[config.mk]
export PLATFORM = sky130hd
export DESIGN_NAME = row_open_limiter
export DESIGN_NICKNAME = d
export VERILOG_FILES = /design/src/rtl/rol_pkg.sv /design/src/rtl/rol_bank_timer.sv /design/src/rtl/rol_cfg.sv /design/src/rtl/rol_act_table.sv /design/src/rtl/row_open_limiter.sv
export SDC_FILE = /design/constraint.sdc
export NUM_CORES = 1
export LEC_CHECK = 0
export ABC_AREA = 1
export BUFFER_PORTS_ARGS = -buffer_cell sky130_fd_sc_hd__buf_2
export CORE_UTILIZATION = 55
export CTS_CLUSTER_SIZE = 30
export DETAILED_ROUTE_END_ITERATION = 7
export PLACE_DENSITY = 0.73
export SLEW_MARGIN = 20
export SYNTH_ARGS = -nofsm -noshare
export SYNTH_HDL_FRONTEND = slang
export SYNTH_HIERARCHICAL = 1
export SYNTH_SLANG_ARGS = --single-unit
[constraint.sdc]
create_clock -name clk -period 9.7 [get_ports clk]
set_input_delay 0.97 -clock clk [delete_from_list [all_inputs] [get_ports clk]]
set_output_delay 0.97 -clock clk [all_outputs]
set_load 0.005 [all_outputs]
[src/rtl/rol_pkg.sv]
package rol_pkg;

   localparam int unsigned NUM_CAP_CODES = 6;

   // open-time cap settings in nanoseconds, indexed by code
   function automatic int unsigned cap_ns(input logic [2:0] code);
      case (code)
         3'd0:    cap_ns = 36;
         3'd1:    cap_ns = 66;
         3'd2:    cap_ns = 96;
         3'd3:    cap_ns = 186;
         3'd4:    cap_ns = 336;
         default: cap_ns = 636;
      endcase
   endfunction

   // ceil(ns / clock period) with the period given in picoseconds
   function automatic int unsigned cap_cycles(input logic [2:0] code, input int unsigned clk_ps);
      cap_cycles = (cap_ns(code) * 1000 + clk_ps - 1) / clk_ps;
   endfunction

endpackage

[src/rtl/rol_bank_timer.sv]
module rol_bank_timer #(
   parameter int OT_W = 10
) (
   input  logic            clk,
   input  logic            rst_n,
   input  logic            act_hit,
   input  logic            pre_hit,
   input  logic [OT_W-1:0] cap_cyc,
   output logic            open_o,
   output logic            fpre_o
);

   logic [OT_W-1:0] cnt_q;
   logic [OT_W:0]   cnt_inc;

   assign cnt_inc = {1'b0, cnt_q} + 1'b1;

   always_ff @(posedge clk) begin
      if (!rst_n) begin
         open_o <= 1'b0;
         fpre_o <= 1'b0;
         cnt_q  <= '0;
      end else if (pre_hit) begin
         open_o <= 1'b0;
         fpre_o <= 1'b0;
         cnt_q  <= '0;
      end else if (act_hit) begin
         open_o <= 1'b1;
         fpre_o <= 1'b0;
         cnt_q  <= '0;
      end else if (open_o && !fpre_o) begin
         cnt_q <= cnt_inc[OT_W-1:0];
         if (cnt_inc >= {1'b0, cap_cyc}) fpre_o <= 1'b1;
      end
   end

endmodule

[src/rtl/rol_cfg.sv]
module rol_cfg #(
   parameter int          OT_W       = 10,
   parameter int          CNT_W      = 8,
   parameter int unsigned CLK_PS     = 1250,
   parameter int unsigned DEF_CODE   = 0,
   parameter int unsigned DEF_THRESH = 4
) (
   input  logic             clk,
   input  logic             rst_n,
   input  logic             all_idle,
   input  logic             cfg_we,
   input  logic [2:0]       cfg_code,
   input  logic [CNT_W-1:0] cfg_thresh,
   output logic [OT_W-1:0]  cap_cyc,
   output logic [CNT_W-1:0] thresh
);

   logic [2:0]      code_q;
   logic [OT_W-1:0] cap_lut [8];

   // constant lookup of cycle counts; codes above the last fold onto it
   for (genvar g = 0; g < 8; g++) begin : g_lut
      localparam int unsigned CODE = (g < rol_pkg::NUM_CAP_CODES) ? g : rol_pkg::NUM_CAP_CODES - 1;
      assign cap_lut[g] = OT_W'(rol_pkg::cap_cycles(3'(CODE), CLK_PS));
   end

   always_ff @(posedge clk) begin
      if (!rst_n) begin
         code_q <= 3'(DEF_CODE);
         thresh <= CNT_W'(DEF_THRESH);
      end else if (cfg_we && all_idle && (cfg_code < 3'(rol_pkg::NUM_CAP_CODES)) && (cfg_thresh != '0)) begin
         code_q <= cfg_code;
         thresh <= cfg_thresh;
      end
   end

   assign cap_cyc = cap_lut[code_q];

endmodule

[src/rtl/rol_act_table.sv]
module rol_act_table #(
   parameter int BANK_W = 2,
   parameter int ROW_W  = 8,
   parameter int CNT_W  = 8,
   parameter int DEPTH  = 4
) (
   input  logic              clk,
   input  logic              rst_n,
   input  logic              act_valid,
   input  logic [BANK_W-1:0] act_bank,
   input  logic [ROW_W-1:0]  act_row,
   input  logic              win_end,
   input  logic [CNT_W-1:0]  thresh,
   output logic              nbr_valid,
   output logic [ROW_W-1:0]  nbr_row_lo,
   output logic [ROW_W-1:0]  nbr_row_hi,
   output logic              nbr_lo_vld,
   output logic              nbr_hi_vld
);

   localparam int IDX_W = (DEPTH > 1) ? $clog2(DEPTH) : 1;
   localparam logic [ROW_W-1:0] ROW_TOP = '1;

   logic [DEPTH-1:0]  v_q;
   logic [CNT_W-1:0]  c_q [DEPTH];
   logic [BANK_W-1:0] b_q [DEPTH];
   logic [ROW_W-1:0]  r_q [DEPTH];

   logic [DEPTH-1:0]  base_v;
   logic              hit, has_free, fire;
   logic [IDX_W-1:0]  hit_idx, free_idx, min_idx, tgt_idx;
   logic [CNT_W:0]    new_cnt;

   always_comb begin
      hit      = 1'b0;
      has_free = 1'b0;
      hit_idx  = '0;
      free_idx = '0;
      min_idx  = '0;
      for (int i = 0; i < DEPTH; i++) begin
         base_v[i] = v_q[i] & ~win_end;
         if (!hit && base_v[i] && (b_q[i] == act_bank) && (r_q[i] == act_row)) begin
            hit     = 1'b1;
            hit_idx = IDX_W'(i);
         end
         if (!has_free && !base_v[i]) begin
            has_free = 1'b1;
            free_idx = IDX_W'(i);
         end
         if (c_q[i] < c_q[min_idx]) min_idx = IDX_W'(i);
      end
      if (hit) begin
         tgt_idx = hit_idx;
         new_cnt = {1'b0, c_q[hit_idx]} + 1'b1;
      end else if (has_free) begin
         tgt_idx = free_idx;
         new_cnt = (CNT_W+1)'(1);
      end else begin
         tgt_idx = min_idx;
         new_cnt = {1'b0, c_q[min_idx]} + 1'b1;
      end
      fire = act_valid && (new_cnt >= {1'b0, thresh});
   end

   always_ff @(posedge clk) begin
      if (!rst_n) begin
         v_q <= '0;
         for (int i = 0; i < DEPTH; i++) begin
            c_q[i] <= '0;
            b_q[i] <= '0;
            r_q[i] <= '0;
         end
      end else begin
         v_q <= base_v;
         if (act_valid) begin
            if (fire) begin
               if (hit) v_q[hit_idx] <= 1'b0;
            end else begin
               v_q[tgt_idx] <= 1'b1;
               c_q[tgt_idx] <= new_cnt[CNT_W-1:0];
               b_q[tgt_idx] <= act_bank;
               r_q[tgt_idx] <= act_row;
            end
         end
      end
   end

   always_ff @(posedge clk) begin
      if (!rst_n) begin
         nbr_valid  <= 1'b0;
         nbr_row_lo <= '0;
         nbr_row_hi <= '0;
         nbr_lo_vld <= 1'b0;
         nbr_hi_vld <= 1'b0;
      end else begin
         nbr_valid  <= fire;
         nbr_row_lo <= act_row - 1'b1;
         nbr_row_hi <= act_row + 1'b1;
         nbr_lo_vld <= (act_row != '0);
         nbr_hi_vld <= (act_row != ROW_TOP);
      end
   end

endmodule

[src/rtl/row_open_limiter.sv]
module row_open_limiter #(
   parameter int          NUM_BANKS  = 4,
   parameter int          ROW_W      = 8,
   parameter int          CNT_W      = 8,
   parameter int          DEPTH      = 4,
   parameter int unsigned CLK_PS     = 1250,
   parameter int unsigned DEF_CODE   = 0,
   parameter int unsigned DEF_THRESH = 4,
   localparam int         BANK_W     = $clog2(NUM_BANKS)
) (
   input  logic                 clk,
   input  logic                 rst_n,
   input  logic                 act_valid,
   input  logic [BANK_W-1:0]    act_bank,
   input  logic [ROW_W-1:0]     act_row,
   input  logic                 pre_valid,
   input  logic [BANK_W-1:0]    pre_bank,
   input  logic                 win_end,
   input  logic                 cfg_we,
   input  logic [2:0]           cfg_code,
   input  logic [CNT_W-1:0]     cfg_thresh,
   output logic [NUM_BANKS-1:0] fpre_req,
   output logic                 nbr_valid,
   output logic [ROW_W-1:0]     nbr_row_lo,
   output logic [ROW_W-1:0]     nbr_row_hi,
   output logic                 nbr_lo_vld,
   output logic                 nbr_hi_vld
);

   localparam int OT_W = $clog2(rol_pkg::cap_cycles(3'd5, CLK_PS) + 1);

   if (NUM_BANKS < 2 || (1 << BANK_W) != NUM_BANKS) begin : g_bad_banks
      $error("NUM_BANKS must be a power of two of at least 2");
   end
   if (DEPTH < 1) begin : g_bad_depth
      $error("DEPTH must be at least 1");
   end
   if (DEF_CODE >= rol_pkg::NUM_CAP_CODES) begin : g_bad_code
      $error("DEF_CODE out of range");
   end
   if (DEF_THRESH < 1 || DEF_THRESH >= (1 << CNT_W)) begin : g_bad_thr
      $error("DEF_THRESH must fit CNT_W and be nonzero");
   end
   if (CLK_PS == 0) begin : g_bad_clk
      $error("CLK_PS must be nonzero");
   end

   logic [NUM_BANKS-1:0] bank_open;
   logic [OT_W-1:0]      cap_cyc;
   logic [CNT_W-1:0]     thresh;

   rol_cfg #(
      .OT_W(OT_W), .CNT_W(CNT_W), .CLK_PS(CLK_PS),
      .DEF_CODE(DEF_CODE), .DEF_THRESH(DEF_THRESH)
   ) u_cfg (
      .clk(clk), .rst_n(rst_n), .all_idle(bank_open == '0),
      .cfg_we(cfg_we), .cfg_code(cfg_code), .cfg_thresh(cfg_thresh),
      .cap_cyc(cap_cyc), .thresh(thresh)
   );

   for (genvar b = 0; b < NUM_BANKS; b++) begin : g_bank
      rol_bank_timer #(.OT_W(OT_W)) u_tmr (
         .clk(clk), .rst_n(rst_n),
         .act_hit(act_valid && (act_bank == BANK_W'(b))),
         .pre_hit(pre_valid && (pre_bank == BANK_W'(b))),
         .cap_cyc(cap_cyc),
         .open_o(bank_open[b]),
         .fpre_o(fpre_req[b])
      );
   end

   rol_act_table #(
      .BANK_W(BANK_W), .ROW_W(ROW_W), .CNT_W(CNT_W), .DEPTH(DEPTH)
   ) u_tbl (
      .clk(clk), .rst_n(rst_n),
      .act_valid(act_valid), .act_bank(act_bank), .act_row(act_row),
      .win_end(win_end), .thresh(thresh),
      .nbr_valid(nbr_valid), .nbr_row_lo(nbr_row_lo), .nbr_row_hi(nbr_row_hi),
      .nbr_lo_vld(nbr_lo_vld), .nbr_hi_vld(nbr_hi_vld)
   );

endmodule

Yosys cells after proc, flatten, opt, wreduce, memory -nomap -nowiden

Memory sizes are Yosys's and may differ from the RTL's.
Index checks and enable logic that the tools add are counted.

Equality and inequality tests: 15
Mux-type cells: 44
Add/sub/neg operators: 8
Reduce and logical (&&, ||, !) cells: 64
Bitwise gates (word level): 10
$lt $le $gt $ge: 14

Operators with widths:

| kind                                                                  | count |
|---|---|
| 9-bit by 1-bit adder with 10-bit output (second input constant)       | 4 |
| 10-bit by 9-bit >= comparator with 1-bit output                       | 4 |
| 9-bit 2-to-1 mux                                                      | 4 |
| 8-bit equality test                                                   | 4 |
| 1-bit logical AND                                                     | 32 |
| 8-bit < comparator                                                    | 3 |
| 2-bit 2-to-1 mux                                                      | 12 |
| 1-bit 2-to-1 mux                                                      | 21 |
| 8-bit by 1-bit adder with 9-bit output (second input constant)        | 2 |
| 8-bit 2-to-1 mux                                                      | 2 |
| 8-bit nonzero test                                                    | 2 |
| 8-bit OR reduction                                                    | 2 |
| 1-bit logical NOT                                                     | 12 |
| 4-bit 2-to-1 mux                                                      | 3 |
| 3-bit OR reduction                                                    | 4 |
| 2-bit OR reduction                                                    | 5 |
| 9-bit by 8-bit >= comparator with 1-bit output                        | 1 |
| 8-bit by 1-bit adder with 8-bit output (second input constant)        | 1 |
| 2-bit equality test                                                   | 4 |
| 2-bit equality test (second input constant)                           | 4 |
| 8-bit inequality test (second input constant)                         | 1 |
| 2-bit AND reduction                                                   | 4 |
| 8-bit by 1-bit subtractor with 8-bit output (second input constant)   | 1 |
| 2-bit by 3-bit < comparator with 1-bit output (second input constant) | 2 |
| other kinds (13)                                                      | 21 |

Output and inout bits: 23
Bits in registers: 78
Logic and storage cells: 179
Bits of input ports: 29
Memories: 4
Memory bits (writable): 72
ROM bits: 72

Memory list:

| name            | words | bits a word | read ports | clocked after Yosys merged registers in | write ports | line                | source |
|---|---|---|---|---|---|---|---|
| (no name shown) | 8     | 9           | 1          | 0                                       | 0           | rol_cfg.sv:37       | `assign cap_cyc = cap_lut[code_q];` |
| u_tbl.c_q       | 4     | 8           | 8          | 0                                       | 4           | rol_act_table.sv:25 | `logic [CNT_W-1:0] c_q [DEPTH];` |
| u_tbl.r_q       | 4     | 8           | 4          | 0                                       | 4           | rol_act_table.sv:27 | `logic [ROW_W-1:0] r_q [DEPTH];` |
| u_tbl.b_q       | 4     | 2           | 4          | 0                                       | 4           | rol_act_table.sv:26 | `logic [BANK_W-1:0] b_q [DEPTH];` |

Logic depth before layout (Yosys ltp)

An unclocked memory read counts as a cell.

Depth in word-level cells: 31
Gate-level depth with buffers: 54
Gate-level depth less buffers: 51

Modules after synthesis

The synthesis kept the hierarchy.

Modules (own cells, without submodules):

| module           | area each (um^2) | cells an instance | times used | sequential area each (um^2) |
|---|---|---|---|---|
| rol_act_table    | 6437.4           | 840               | 1          | 2602.5 |
| rol_bank_timer   | 823.3            | 121               | 4          | 220.2 |
| rol_cfg          | 609.3            | 100               | 1          | 220.2 |
| row_open_limiter | 86.3             | 23                | 1          | 0.0 |

Worst setup path after synthesis

OpenSTA, ideal clock, no wires.

Path type: register -> register
Start point: memory u_tbl.c_q[1][7]
End point: memory u_tbl.b_q[3][0], enable pin
Period minus slack after synthesis: 7.711 ns
Path slack: 1.989 ns
Required time: 9.282 ns
Buffers on the path: 3
Data arrival time: 7.293 ns
Setup time: 0.418 ns
Stages on the path, launching flop included: 41
Path through: edfxtp_1 ha_1 nand2_1 inv_1 nor2_1 o21a_1 nand2_2 inv_1 clkbuf_1 nand2_1 o21a_1 ha_1 a21oi_1 o21a_1 nand2_4 clkbuf_1 o21ai_0 ha_1 [5 not listed] buf_4 nand2_1 a21oi_2 ha_1 nand2_1 o21ai_0 ha_1 a21boi_0 o21ai_0 a21boi_0 o21a_1 o21ai_0 nand2_1 a21oi_1 nor2_1 a311oi_2 nand3_2 o21ai_0

RTL lines:

| what            | line |
|---|---|
| start, declared | rol_act_table.sv:25 |
| end, declared   | rol_act_table.sv:26 |

==> impl_results.md <==
* Routed metal-1 wirelength at about 12000 µm
* Routed WL at 26600 µm
* Post-DP HPWL at slightly above 20000 µm
* Final setup viols at 0
* Critical Path Start: u_tbl/c_q[1][3]$_SDFFCE_PN0P_
* Final hold slack at slightly below 0.5 ns
* Grt ovf at 0
* # IOs at 52
* Initial drt markers at 760
* Final Util at ~63%
* Max clock buf depth at 2
* CP Capture Type: flop
* Worst EP arrival at around 8.2 ns
* FILL cells at ~1700
* CP dominant cell by count: nand2_1
* Vias at between 9000 and 10000
* Hold path start: u_cfg/thresh[1]$_SDFFE_PN0P_
* R2R depth at 39
* Post-layout min period at just over 8 ns
* CTS tree: yes
* Critical Path Stages at 39
* RSZ-0062 raised after global routing: no
* Dpl cell area at 10800 µm²
* Top cell type's share of synthesized area at around 21%
* Area of the core at 18300 µm²
* Setup WS post-layout at 1.59 ns
* PostCTS Resize Cnt at 0
* Post-synth ARST share at 0%
* Ranking of synthesized cells by area: edfxtp_1, dfxtp_1, nand2_1
* Detail Route Antenna Nets at 0
* Worst Skew at roughly 0.01 ns
* DR top layer: met4
* Crit Path Class: flop to flop
* Final instance area at between 10000 and 15000 µm²
* Cell Area, Synth at between 10000 and 15000 µm²
* Actual slew at the worst max-slew pin at 0.876 ns
* Port-buffer cells at 51
* Post-CTS setup buffer count at 0
* CP bufs+invs at 1
* Hold_buf cts at 0
* Initial antenna violation count at 0
* Synth Instances at 1447
* Launch point of the worst reg-to-reg path: u_tbl/c_q[1][3]$_SDFFCE_PN0P_
* FF+latch count, synth at 149
* GP Congestion at between 0.9 and 1
* Crit-path slowest cell: nand2_1
* Setup TNS Final at 0 ns
* H-tree depth at 4
* Starting Density at a little under three fifths
* Skew-Pair Late Insertion Delay at about 0.44 ns
* Synthesis-to-finish area growth at 9.56%
* Worst setup SP type: flop
* Worst Hold Class: flop to flop
* Most frequent cells in the layout: nand2_1, inv_1, nor2_1
* Max_cap viols at 0
* Via density at 5.34
* Worst Hold Depth at 2
* Yosys cell types at 55
* Vias in the first global route at approximately 8400
* Max_slew headroom at between 40% and 50%
* Seq/Total Area, Yosys at between 30% and 40%
* Root Driver: clkbuf_16
* F_max at between 0.1 and 0.15 GHz
* LEAKAGE at about 0.0056 µW
* Row count at between 40 and 50
* Largest stage delay, worst path at about 0.66 ns
* Power Density at 151 nW/µm²
* Share of layout cells above drive strength 1 at roughly 11%
* Final Cycle Share at a little over four fifths
* WL/cell at around 15 µm
* WL met2 at around 12000 µm
* Cts bufs inserted at 17
* Place WS at approximately 1.7 ns
* First-pass GRT wire length at about 42000 µm
* Leading cell type in the layout, fill and taps excluded: nand2_1
* Largest net degree at the start of global routing at 31
* Final slew viol count at 0
* VDD IR max at around 120 µV
* TritonRoute pass-1 iters at 5
* Yosys Warn Count at 6
* Global Route Usage Sum at about 28%
* Post-Syn Area per Cell at between 7 and 8 µm²
* Ys flop type: dfxtp_1
* Final hold violation count at 0
* Die Ht at about 140 µm
* Routed wl met3 at 2110 µm
* Worst Path Required at between 9 and 10 ns
* Drt drc at 0
* Die area at roughly 20000 µm²
* Yosys top cell by area: edfxtp_1
* Status: finished clean
* Clock slew at reported path FFs at 0.07 ns
* CP max FO at 19
* Family with the most delay on the worst path: compound AO/OA/AOI/OAI gates
* Clk sinks at around 150
* Nets@finish at 1596
* ANT cells at 0
* Die Wd at between 100 and 150 µm
* EDFF count, synth at 72
synth_stat cells, types with 3 or more instances:
cell / n
nor2_2: 8
xor2_1: 29
o21a_1: 7
nor2_1: 208
or2_2: 13
inv_4: 5
dfxtp_1: 77
inv_1: 270
o22ai_1: 3
o211ai_1: 3
nand3_1: 56
nor3_1: 12
o21ai_0: 68
or2_1: 6
nand3b_1: 4
buf_4: 11
o2111ai_1: 5
o221ai_1: 3
edfxtp_1: 72
o22a_1: 4
nor3b_2: 4
nor2_8: 5
a21oi_1: 66
nand4_1: 25
clkbuf_1: 7
nand2_1: 307
nand2_4: 4
inv_2: 9
nor4_1: 9
nand2_2: 17
xnor2_1: 5
ha_1: 74
buf_2: 5
nand3_2: 10
o21bai_1: 5
a31oi_1: 4
cell families (layout without fill, tap and decap cells):
logic type,count (synthesis),count (layout),synth area share (%)
XOR/XNOR,34,34,2.86
AND/OR/NAND/NOR,698,698,30.7
other,2,3,0.0720
AO/OA/AOI/OAI,180,180,9.97
adder cells (fa/ha/maj),74,74,8.88
flip-flops,149,149,35.5
buffers and inverters,310,368,12.0
worst reg2reg max path: cells and delay by family (launching register included):
family / cells / cell delay [ns]
and+or+nand+nor: 17 / 2.75
adders and majority gates: 5 / 1.49
AOI/OAI and AO/OA: 16 / 2.74
DFF: 1 / 0.48
buffers and inverters: 1 / 0.28
where the power goes:
part           internal (µW)  switching, µW
combinational            102            213
sequential               691           25.3
clock                    412            286
layer usage:
layer	track usage [%]	vias up
met3	5.92	55
met1	36.5	4151
met4	10.9	0
li1	-	4709
met5	0	-
met2	46.1	352
final cells by class:
cell class / count / area, µm² / share of cell area [%]
clock inverters: 15 / 195 / 1.71
clock buffers: 17 / 425 / 3.72
repair buffers: 52 / 263 / 2.30
flip-flops and latches: 149 / 3700 / 32.4
multi-input cells: 989 / 5470 / 47.9
well taps: 229 / 287 / 2.51
inverters: 284 / 1080 / 9.44
worst paths after layout:
| kind | to | slack (ns) |
|---|---|---|
| setup / recovery | u_tbl/r_q[1][6]$_SDFFCE_PN0P_ | 1.59 |
| hold / removal | u_cfg/thresh[1]$_SDFFE_PN0P_ | 0.49 |
| setup reg to reg | u_tbl/r_q[1][6]$_SDFFCE_PN0P_ | 1.59 |
| hold reg to reg | u_cfg/thresh[1]$_SDFFE_PN0P_ | 0.49 |
stage by stage:
stage | power, µW | instances
after floorplan | 961 | 1448
after global placement | 1030 | 1703
after detailed placement | 1040 | 1703
after CTS | 1740 | 1735
after global routing | 1810 | 1735
final | 1730 | 1735
state kept, by name, indices dropped and copies added, names as in the netlist:
register / count
u_tbl/r_q: 32
u_tbl/v_q: 4
u_tbl/b_q: 8
u_tbl/nbr_lo_vld: 1
u_tbl/nbr_row_hi: 7
u_tbl/nbr_hi_vld: 1
g_bank.u_tmr/open_o: 4
g_bank.u_tmr/cnt_q: 36
u_tbl/c_q: 32
u_tbl/nbr_valid: 1
u_tbl/nbr_row_lo: 8
g_bank.u_tmr/fpre_o: 4
u_cfg/thresh: 8
u_cfg/code_q: 3
Note: power is estimated with default switching activity, not from simulation.
